[src/rtl/stq_pkg.sv]
// Shared types of the store buffer.
package stq_pkg;
    // Decision made for the load presented in the current cycle.
    typedef enum logic [1:0] {
        LD_IDLE  = 2'd0,
        LD_WAIT  = 2'd1,
        LD_FWD   = 2'd2,
        LD_CACHE = 2'd3
    } ld_act_e;
endpackage

[src/rtl/stq_ring.sv]
// Circular store storage with head/tail pointers and an occupancy count.
// Assumes DEPTH is a power of two, so pointer wrap is plain overflow.
// The caller guarantees push only when not full and pop only when not empty.
module stq_ring #(
    parameter int DEPTH = 8,
    parameter int AW    = 32,
    parameter int DW    = 32,
    localparam int BW   = DW / 8,
    localparam int IW   = $clog2(DEPTH),
    localparam int CW   = IW + 1
) (
    input  logic          clk,
    input  logic          rst_n,
    input  logic          push,
    input  logic [AW-1:0] push_addr,
    input  logic [DW-1:0] push_data,
    input  logic [BW-1:0] push_be,
    input  logic          pop,
    output logic [AW-1:0] slot_addr [DEPTH],
    output logic [DW-1:0] slot_data [DEPTH],
    output logic [BW-1:0] slot_be   [DEPTH],
    output logic [IW-1:0] head_ptr,
    output logic [CW-1:0] occ
);
    logic [IW-1:0] tail_ptr;

    // Write the new store into the tail slot.
    always_ff @(posedge clk) begin
        if (push) begin
            slot_addr[tail_ptr] <= push_addr;
            slot_data[tail_ptr] <= push_data;
            slot_be[tail_ptr]   <= push_be;
        end
    end

    // Advance the pointers and keep the occupancy count.
    always_ff @(posedge clk) begin
        if (!rst_n) begin
            head_ptr <= '0;
            tail_ptr <= '0;
            occ      <= '0;
        end else begin
            if (push) tail_ptr <= tail_ptr + IW'(1);
            if (pop)  head_ptr <= head_ptr + IW'(1);
            occ <= occ + CW'(push) - CW'(pop);
        end
    end
endmodule

[src/rtl/stq_match.sv]
// Finds the youngest live entry whose word address equals the load address.
// Also reports whether that entry writes every byte of the word.
// Assumes DEPTH is a power of two (age = slot - head, modulo DEPTH).
module stq_match #(
    parameter int DEPTH = 8,
    parameter int AW    = 32,
    parameter int BW    = 4,
    localparam int IW   = $clog2(DEPTH),
    localparam int CW   = IW + 1
) (
    input  logic [AW-1:0] slot_addr [DEPTH],
    input  logic [BW-1:0] slot_be   [DEPTH],
    input  logic [IW-1:0] head_ptr,
    input  logic [CW-1:0] occ,
    input  logic [AW-1:0] ld_addr,
    output logic          hit,
    output logic          hit_full,
    output logic [IW-1:0] hit_slot
);
    logic [DEPTH-1:0] slot_eq;
    logic [IW-1:0]    scan_slot;

    // Per-slot liveness and address compare.
    for (genvar i = 0; i < DEPTH; i++) begin : g_cmp
        logic [IW-1:0] age;
        assign age        = IW'(i) - head_ptr;
        assign slot_eq[i] = ({1'b0, age} < occ) && (slot_addr[i] == ld_addr);
    end

    // Walk from oldest to youngest so that the last match found wins.
    always_comb begin
        hit       = 1'b0;
        hit_slot  = '0;
        scan_slot = '0;
        for (int k = 0; k < DEPTH; k++) begin
            scan_slot = head_ptr + IW'(k);
            if (slot_eq[scan_slot]) begin
                hit      = 1'b1;
                hit_slot = scan_slot;
            end
        end
        hit_full = &slot_be[hit_slot];
    end
endmodule

[src/rtl/stq_load_ctl.sv]
// Load decision and response register.
// The fence blocks loads while stores are held. A full-word hit forwards.
// A partial hit waits. A miss reads the cache and completes on cr_ack.
// The response appears one cycle after acceptance.
module stq_load_ctl
    import stq_pkg::*;
#(
    parameter int AW = 32,
    parameter int DW = 32
) (
    input  logic          clk,
    input  logic          rst_n,
    input  logic          ld_valid,
    input  logic [AW-1:0] ld_addr,
    input  logic          fence,
    input  logic          buf_empty,
    input  logic          hit,
    input  logic          hit_full,
    input  logic [DW-1:0] fwd_data,
    input  logic          cr_ack,
    input  logic [DW-1:0] cr_data,
    output logic          ld_ready,
    output logic          cr_req,
    output logic [AW-1:0] cr_addr,
    output logic          ld_rsp_valid,
    output logic [DW-1:0] ld_rsp_data
);
    ld_act_e act;

    // Choose what the presented load does this cycle.
    always_comb begin
        act = LD_IDLE;
        if (ld_valid) begin
            if (fence && !buf_empty) act = LD_WAIT;
            else if (hit)            act = hit_full ? LD_FWD : LD_WAIT;
            else                     act = LD_CACHE;
        end
        cr_req   = (act == LD_CACHE);
        cr_addr  = ld_addr;
        ld_ready = (act == LD_FWD) || ((act == LD_CACHE) && cr_ack);
    end

    // Register the result of an accepted load.
    always_ff @(posedge clk) begin
        if (!rst_n) begin
            ld_rsp_valid <= 1'b0;
            ld_rsp_data  <= '0;
        end else begin
            ld_rsp_valid <= ld_ready;
            if (ld_ready) ld_rsp_data <= (act == LD_FWD) ? fwd_data : cr_data;
        end
    end
endmodule

[src/rtl/stq_core.sv]
// Per-core store buffer: FIFO drain of committed stores to the data cache.
// Forwards from the youngest matching store and supports a store-load fence.
// Assumes word-aligned accesses and a DEPTH that is a power of two.
module stq_core #(
    parameter int DEPTH = 8,
    parameter int AW    = 32,
    parameter int DW    = 32,
    localparam int BW   = DW / 8,
    localparam int IW   = $clog2(DEPTH),
    localparam int CW   = IW + 1
) (
    input  logic          clk,
    input  logic          rst_n,
    input  logic          st_valid,
    output logic          st_ready,
    input  logic [AW-1:0] st_addr,
    input  logic [DW-1:0] st_data,
    input  logic [BW-1:0] st_be,
    input  logic          ld_valid,
    output logic          ld_ready,
    input  logic [AW-1:0] ld_addr,
    output logic          ld_rsp_valid,
    output logic [DW-1:0] ld_rsp_data,
    input  logic          fence,
    output logic          cr_req,
    output logic [AW-1:0] cr_addr,
    input  logic          cr_ack,
    input  logic [DW-1:0] cr_data,
    output logic          cw_req,
    output logic [AW-1:0] cw_addr,
    output logic [DW-1:0] cw_data,
    output logic [BW-1:0] cw_be,
    input  logic          cw_ack,
    output logic          sb_empty
);
    logic [AW-1:0] slot_addr [DEPTH];
    logic [DW-1:0] slot_data [DEPTH];
    logic [BW-1:0] slot_be   [DEPTH];
    logic [IW-1:0] head_ptr;
    logic [CW-1:0] occ;
    logic          push, pop, hit, hit_full;
    logic [IW-1:0] hit_slot;

    // Edge flags and handshakes derived from occupancy.
    always_comb begin
        sb_empty = (occ == '0);
        st_ready = (occ != CW'(DEPTH));
        cw_req   = !sb_empty;
        push     = st_valid && st_ready;
        pop      = cw_req && cw_ack;
        cw_addr  = slot_addr[head_ptr];
        cw_data  = slot_data[head_ptr];
        cw_be    = slot_be[head_ptr];
    end

    stq_ring #(.DEPTH(DEPTH), .AW(AW), .DW(DW)) u_ring (
        .clk(clk), .rst_n(rst_n),
        .push(push), .push_addr(st_addr), .push_data(st_data), .push_be(st_be),
        .pop(pop),
        .slot_addr(slot_addr), .slot_data(slot_data), .slot_be(slot_be),
        .head_ptr(head_ptr), .occ(occ)
    );

    stq_match #(.DEPTH(DEPTH), .AW(AW), .BW(BW)) u_match (
        .slot_addr(slot_addr), .slot_be(slot_be),
        .head_ptr(head_ptr), .occ(occ), .ld_addr(ld_addr),
        .hit(hit), .hit_full(hit_full), .hit_slot(hit_slot)
    );

    stq_load_ctl #(.AW(AW), .DW(DW)) u_load (
        .clk(clk), .rst_n(rst_n),
        .ld_valid(ld_valid), .ld_addr(ld_addr), .fence(fence),
        .buf_empty(sb_empty), .hit(hit), .hit_full(hit_full),
        .fwd_data(slot_data[hit_slot]),
        .cr_ack(cr_ack), .cr_data(cr_data),
        .ld_ready(ld_ready), .cr_req(cr_req), .cr_addr(cr_addr),
        .ld_rsp_valid(ld_rsp_valid), .ld_rsp_data(ld_rsp_data)
    );
endmodule

[config.mk]
export PLATFORM = sky130hd
export DESIGN_NAME = stq_core
export DESIGN_NICKNAME = d
export VERILOG_FILES = /design/src/rtl/stq_pkg.sv /design/src/rtl/stq_ring.sv /design/src/rtl/stq_match.sv /design/src/rtl/stq_load_ctl.sv /design/src/rtl/stq_core.sv
export SDC_FILE = /design/constraint.sdc
export NUM_CORES = 1
export LEC_CHECK = 0
export ABC_AREA = 0
export CORE_AREA = 2 2 275 277
export CTS_CLUSTER_DIAMETER = 120
export DETAILED_ROUTE_END_ITERATION = 12
export DIE_AREA = 0 0 277 279
export GPL_ROUTABILITY_DRIVEN = 1
export PLACE_DENSITY_LB_ADDON = 0.08
export SLEW_MARGIN = 20
export SYNTH_ARGS = -nofsm -noshare
export SYNTH_HDL_FRONTEND = slang
export SYNTH_HIERARCHICAL = 1
export SYNTH_SLANG_ARGS = --single-unit
export TNS_END_PERCENT = 30
[constraint.sdc]
create_clock -name clk -period 10.08 [get_ports clk]
set_clock_uncertainty 0.2 [all_clocks]
set_input_delay 2.016 -clock clk [delete_from_list [all_inputs] [get_ports clk]]
set_output_delay 2.016 -clock clk [all_outputs]
set_load 0.005 [all_outputs]
==> results, run 1 <==
- The congestion estimate from routability-driven global placement came to ~0.95.
- From bottom edge to top edge, the die measures ~280 µm.
- In the finished design, the share of the clock period the worst path needs comes to 0.990.
- The fraction of met1 tracks used by global routing is 0.322.
- The met2 global-route usage is 0.384.
- STA classifies the critical path startpoint as an input pin.
- The count of nets left with antenna violations once routing finished came out at 0.
- The total setup buffers inserted after CTS is 0.
- The count of input and output buffers is ~280.
- The design draws just under 10 mW.
- The leakage dissipation is between 10 and 15 nW.
- Using the TritonRoute via totals, the vias-per-cell ratio works out to between 5 and 6.
- The post-cts hold buffer count is 0.
- Traced cell by cell, the critical path runs through clkdlybuf4s50_1 -> xor2_1 -> nor4_1 -> buf_4 -> o2111ai_1 -> nor3_2 -> a2111oi_0 -> nor4b_4 -> o22a_1 -> o22ai_2 -> o2bb2ai_2 -> mux2_4 -> mux2i_1 -> mux2_2 -> mux2_4 -> and3_4 -> clkdlybuf4s50_1.
- The tightest slew margin relative to the limit is 0.279.
- Based on the critical path, the design can be clocked at up to between 0.1 and 0.15 GHz.
- The number of CTS-inserted buffers is 68.
- The count of pins over their slew limit is 0.
- Yosys mapped a number of flops with a built-in enable equal to roughly 540.
- By area the synthesized netlist is led by sky130_fd_sc_hd__edfxtp_1 56%, sky130_fd_sc_hd__mux4_2 15%, sky130_fd_sc_hd__xor2_1 7.7%.
- The overall die width is ~280 µm.
- The number of antenna violations at the first check in global routing is 7.
- In this run the number of H-tree levels came out at 3.
- The total setup violations reported at the end of the flow is 0.
- The wire length of the first global-routing pass is around 130000 µm.
- The clock passes through at most 3 buffers.
- Summing all placed instances gives a cell area of around 0.033 mm².
- The maximum number of pins on one net before global-route repair is 123.
- The commonest cells after synthesis are 544 x sky130_fd_sc_hd__edfxtp_1, 258 x sky130_fd_sc_hd__xor2_1, 202 x sky130_fd_sc_hd__mux4_2, 107 x sky130_fd_sc_hd__mux2_2, 67 x sky130_fd_sc_hd__nor4_1.
- During I/O placement, the number of pins put on the boundary was about 280.
- Wires add up to between 90000 and 100000 µm.
- The number of clock sinks is just under 600.
- The number of rows created at floorplan is 100.
- The max-capacitance violation count is 0.
- The worst setup path is of the input pin to output port kind.
- The final cell area excluding filler cells is approximately 0.035 mm².
- For met3 alone, demand over resource in global routing was 0.0677.
- The violation count after the first detailed-routing iteration is 1755.
- Setup repair after global routing left no endpoint under its margin.
- The combined global-route utilization of all metal layers is 0.240.
- The total power density per cell area is roughly 280 mW/mm².
- At the end of the flow the core is filled with cells to 0.475.
- The floorplan step defined a core boundary enclosing between 0.07 and 0.08 mm².
- The largest area contributor in the netlist is sky130_fd_sc_hd__edfxtp_1.
- The peak supply drop is around 0.26 mV.
- The die outline area is 0.0773 mm².
- In the final layout, the share of cells above drive strength 1 is 0.254.
- CTS placed an instance of sky130_fd_sc_hd__clkbuf_16 at the clock tree root.
- The summed instance area of the synthesized netlist is around 0.03 mm².
- The data required time of the worst path is about 7.9 ns.
- In this design, the stage delay of the slowest critical-path cell is around 0.84 ns.
- The count of different cell masters after synthesis is 79.
- Synthesis produced a netlist whose cell count is between 1500 and 2000.
- In this run the most used layer during global routing was met2.
- Summed over all failing endpoints, the final setup total negative slack is 0 ns.
- After clock tree synthesis, the clock-pin slew on the worst setup and hold paths is 0.06 ns.
- Among all cell types in the netlist, the one instantiated most often is sky130_fd_sc_hd__edfxtp_1.
- The number of global-route vias before repair came to roughly 18000.
- The clock tree from TritonCTS is built.
- The portion of the post-synthesis area used by sequential elements is 0.585.
- Each instance of the synthesized netlist takes up on average between 15 and 20 µm².
- The flow ran to the end, and the final reports show no timing, DRC or antenna violations.
- After detailed routing, the number of remaining DRC violations is 0.
- The detailed router placed around 18000 vias in this run.
- In the synthesized netlist the async set-or-reset flop fraction comes to 0.
- Detailed placement finished with a half-perimeter wire length of about 63000 µm.
- The final net count is about 2200.
- For this run the aggregate overflow at the end of global routing stands at 0.
- The transition at the pin with the smallest max-transition slack is 1.08 ns.
- The post-synthesis net count is 1902.
- After detailed routing, the average wire length per cell comes to just over 30 µm.
- The later pin in the worst-skew pair is clocked with a latency of roughly 0.61 ns.
- In this run the worst path has a maximum fanout of 9.
- The class of the tightest hold or removal check is flop to flop.
- The primary flip-flop cell chosen by synthesis mapping is sky130_fd_sc_hd__edfxtp_1.
- The critical-path cell with the highest stage delay is sky130_fd_sc_hd__nor4_1.
- The share of synthesized area in the top cell type comes to 0.556.
- The critical path data arrival time is slightly below 8 ns.
- STA classifies the critical path endpoint as an output port.
- The Yosys step of the flow raised 6 warnings.
- The hold violation total from the final report is 0.
- The number of gates resized after CTS was 0.
- For this configuration, the core starts out at a cell density of 0.397.
- The first-pass iteration count of the detailed router is 5.
- The total of flip-flops plus latches after synthesis is slightly below 600.
- The clock period could shrink to between 9 and 10 ns.
- The post-synthesis to final-layout area growth is 19.7%.
cells in the final DEF (no fill, tap or decap), drive strengths merged, types with 30 or more instances in the layout:
cell type and n:
xor2 258, dfxtp 43, clkinv 33, clkbuf 85, buf 62, o221a 32, mux2 110, inv 30
mux4 202, edfxtp 544, clkdlybuf4s50 275, o32a 32, nor4 75
power by group:
group / total (mW) / switching [mW] / internal (mW)
clock: 2.38 / 0.993 / 1.38
combinational: 4.40 / 2.19 / 2.21
sequential: 2.99 / 0.117 / 2.87
sequential cells by signal, indices dropped and copies added (netlist names):
name,cells
u_load/ld_rsp_data,32
u_load/ld_rsp_valid,1
u_ring/head_ptr,3
u_ring/occ,4
u_ring/slot_addr,256
u_ring/slot_be,32
u_ring/slot_data,256
u_ring/tail_ptr,3
routing by layer:
| metal | wire [µm] | vias up |
|---|---|---|
| met5 | 53 | - |
| met4 | 1860 | 8 |
| met3 | 7830 | 91 |
| met2 | 44500 | 689 |
| met1 | 39300 | 9295 |
| li1 | - | 7547 |
cells by family (layout without fill, tap and decap cells):
kind of cell | count (synthesis) | in the layout | share of synthesized area
compound gates | 154 | 154 | 0.0482
xor+xnor | 265 | 265 | 0.0790
fa+ha+maj | 21 | 21 | 0.00920
buf+inv | 182 | 490 | 0.0347
flops | 587 | 587 | 0.585
mux | 321 | 321 | 0.200
other cells | 0 | 2 | 0
simple gates | 212 | 212 | 0.0434
worst max-delay path, delay by kind of cell:
kind	cells	cell delay (ns)
AOI/OAI and AO/OA	5	1.07
muxes	4	0.83
buffers and inverters	3	1.60
and+or+nand+nor	4	1.99
xor gates and xnor gates	1	0.22
per-stage QoR:
step,cells,setup slack [ns],hold slack (ns)
after floorplan,1742,1.93,0.292
after global placement,2895,0.392,0.317
after detailed placement,2895,0.365,0.319
after CTS,3019,0.312,0.334
after global routing,3021,0.0415,0.351
final,3021,0.105,0.327
path summary, 6_finish.rpt:
path,start,endpoint,slack (ns),depth (start not counted)
worst max register to register,u_ring/head_ptr[1]$_SDFFE_PN0P_,u_load/ld_rsp_data[29]$_SDFFE_PN0P_,3.50,19
worst min register to register,u_load/ld_rsp_data[24]$_SDFFE_PN0P_,u_load/ld_rsp_data[24]$_SDFFE_PN0P_,0.33,1
worst min-delay path,u_load/ld_rsp_data[24]$_SDFFE_PN0P_,u_load/ld_rsp_data[24]$_SDFFE_PN0P_,0.33,1
worst max-delay path,ld_addr[13],ld_ready,0.10,17
layout make-up:
type / instances / area, µm²
clock buffer: 85 / 1850
antenna: 2 / 5.00
clock inverter: 39 / 298
multi-input combinational: 973 / 11300
fill: 6366 / 38900
timing repair buffer: 337 / 3250
inverter: 29 / 111
tap: 969 / 1210
sequential: 587 / 17200
Power figures use the tool's default switching activity.
==> run 2: changes to the inputs <==
PLACE_DENSITY = 0.57   (was default)
PLACE_DENSITY_LB_ADDON = default   (was 0.08)
RECOVER_POWER = 100   (was default)
==> run 2 against run 1 <==
Against the previous run:
- flip-flop and latch count is the same
- largest power group unchanged
- via count rose by 0.49%
- power barely moved
- die area did not move
- the flow now finishes with violations (max-capacitance violations, max-slew violations)
- highest routed layer unchanged
- critical endpoint unchanged
==> results, run 2 (same netlist as run 1, synthesis figures left out) <==
- In the routed layout, each cell is associated on average with a via count of 5.90.
- The HPWL after detailed placement is ~61000 µm.
- The overall die width is between 200 and 300 µm.
- The detail route stage leaves a number of antenna-violating nets equal to 0.
- The wire length of the first global-routing pass is approximately 130000 µm.
- The library cells used most frequently in the layout, excluding fill and tap cells, are 544 x sky130_fd_sc_hd__edfxtp_1, 258 x sky130_fd_sc_hd__xor2_1, 202 x sky130_fd_sc_hd__mux4_2.
- In the final layout, the registers with the most flip-flops are u_ring/slot_addr (256), u_ring/slot_data (256).
- The net count of the finished layout is roughly 2100.
- The via count of the routed design is ~18000.
- After clock tree synthesis, the repair step resized 0 gates.
- Dividing total power by cell area gives a power density of about 280 mW/mm².
- STA classifies the critical path startpoint as an input pin.
- The post-synthesis to final-layout area growth is 19.2%.
- The critical path goes through clkdlybuf4s50_1 -> xor2_1 -> nor4_1 -> o2111ai_1 -> nor3_2 -> a2111oi_1 -> or4_1 -> o22a_1 -> nor3_1 -> o21ai_1 -> a211o_1 -> mux2i_1 -> mux2_2 -> mux2_4 -> and3_4 -> clkdlybuf4s50_1.
- After clock tree synthesis, the clock-pin slew on the worst setup and hold paths is roughly 0.060 ns.
- The total setup buffers inserted after CTS is 0.
- The average wire per standard cell is around 30 µm.
- Global routing finished with a remaining overflow of 0.
- The number of clock sinks is approximately 600.
- In the final layout, flip-flops and latches occupy ~0.017 mm².
- The number of antenna violations at the first check in global routing is 13.
- The largest single stage delay on the critical path is between 0.7 and 0.8 ns.
- In this run the static leakage power is approximately 11 nW.
- IR analysis of the VDD net gives a maximum drop of 0.305 mV.
- The min-delay analysis places its worst path in the category flop to flop.
- The transition at the pin with the smallest max-transition slack is around 4.6 ns.
- The data required time of the worst path is 7.86 ns.
- The violation count after the first detailed-routing iteration is 1640.
- Of all nets on the critical path, the largest fanout is 9.
- The critical path is of the input pin to output port type.
- The die covers between 0.07 and 0.08 mm².
- TritonCTS built the clock tree.
- The largest buffer count on any clock path is 3.
- The die height is between 200 and 300 µm.
- The area used by multi-input combinational logic is ~0.011 mm².
- The top-level I/O count is 277.
- The number of global-route vias before repair was between 15000 and 20000.
- For this run, the top clock speed supported by timing is 0.102 GHz.
- The H-tree generated during clock tree synthesis spans 3 levels.
- The endpoint type of the worst setup path is an output port.
- In the global route stage, overall resource usage came out at 0.234.
- For this configuration, the core starts out at a cell density of 0.397.
- The routability congestion estimate is ~0.94.
- The library cell used most frequently in the layout, excluding fill and tap cells, is sky130_fd_sc_hd__edfxtp_1.
- Setup repair after global routing left no endpoint under its margin.
- The first-pass iteration count of the detailed router is 5.
- Measured against its own limit, the worst slew margin works out to -2.09.
- Summing all placed instances gives a cell area of ~0.033 mm².
- The most numerous cell on the critical path is sky130_fd_sc_hd__clkdlybuf4s50_1.
- Clock latency on the worst-skew pair, taken at its later pin, is 0.62 ns.
- Counting the buffers created by CTS gives between 60 and 70.
- The hold violation total from the final report is 0.
- The minimum period implied by the final worst setup slack is between 9 and 10 ns.
- Counting the fill cells in the layout gives approximately 6300.
- The DRC violation count after routing is 0.
- The final reports fail on max-capacitance violations, max-slew violations.
- Of the available clock period, the critical path in the final layout requires 0.975.
- The fraction of final layout cells sized beyond drive strength 1 is 0.216.
- The total routed wirelength is roughly 91000 µm.
- The slowest stage of the critical path is the sky130_fd_sc_hd__clkdlybuf4s50_1 cell.
- With fillers left out, the area of the finished cells amounts to around 0.035 mm².
- The number of rows created at floorplan is 100.
- The buffer cell driving the clock tree root is sky130_fd_sc_hd__clkbuf_16.
- Setup violations remaining at the end of the flow were counted as 0.
- The max-capacitance violation count is 21.
- The maximum number of pins on one net before global-route repair is between 100 and 150.
- The core region area is roughly 0.074 mm².
- The final sum of negative setup slack is 0 ns.
- The count of pins over their slew limit came to a little over 800.
- The flow ran to the end, but the final reports show violations.
- The count of input and output buffers is roughly 280.
- The post-cts hold buffer count is 0.
- Data arrives at the worst endpoint at roughly 7.6 ns.
## run 2: worst paths after layout
check | startpoint | to | slack [ns] | cells past startpoint
max | ld_addr[4] | ld_ready | 0.25 | 16
min | u_load/ld_rsp_data[12]$_SDFFE_PN0P_ | u_load/ld_rsp_data[12]$_SDFFE_PN0P_ | 0.33 | 1
min reg2reg | u_load/ld_rsp_data[12]$_SDFFE_PN0P_ | u_load/ld_rsp_data[12]$_SDFFE_PN0P_ | 0.33 | 1
max reg2reg | u_ring/head_ptr[0]$_SDFFE_PN0P_ | u_load/ld_rsp_data[3]$_SDFFE_PN0P_ | 1.99 | 20
## run 2: through the flow
stage	hold WS (ns)	worst slack, ns	total power, mW	std cells	utilization
4_1_cts	0.335	0.298	9.96	3000	0.474
5_1_grt	0.347	0.0290	10.2	3001	0.473
3_5_place_dp	0.318	0.317	7.44	2881	0.444
3_3_place_gp	0.314	0.329	7.42	2881	0.444
6_report	0.328	0.247	9.76	3002	0.473
2_1_floorplan	0.292	1.93	5.95	1742	-
## run 2: routing by layer
layer | GRT usage | vias up | wire (µm)
met3 | 0.0459 | 136 | 6290
li1 | - | 7510 | -
met4 | 0.0680 | 12 | 2200
met1 | 0.318 | 9396 | 38300
met5 | 0 | - | 63
met2 | 0.382 | 663 | 44000
## run 2: power by group
| part | total (mW) | internal [mW] | switching [mW] |
|---|---|---|---|
| Sequential | 3.02 | 2.88 | 0.134 |
| Combinational | 4.25 | 2.10 | 2.16 |
| Clock | 2.49 | 1.48 | 1.01 |
## run 2: critical path: cells and delay by family
kind / cells / cell delay [ns]
buffers and inverters: 2 / 1.30
multiplexers: 3 / 0.55
AND/OR/NAND/NOR: 5 / 2.20
XOR/XNOR: 1 / 0.35
AO/OA/AOI/OAI: 5 / 1.20
## run 2: final cells by class
type	count	share of cell area
Timing Repair Buffer	323	0.0871
Inverter	29	0.00318
Multi-Input combinational cell	973	0.320
Antenna cell	2	0.000143
Clock buffer	84	0.0511
Tap cell	969	0.0346
Clock inverter	35	0.0127
Sequential cell	587	0.491
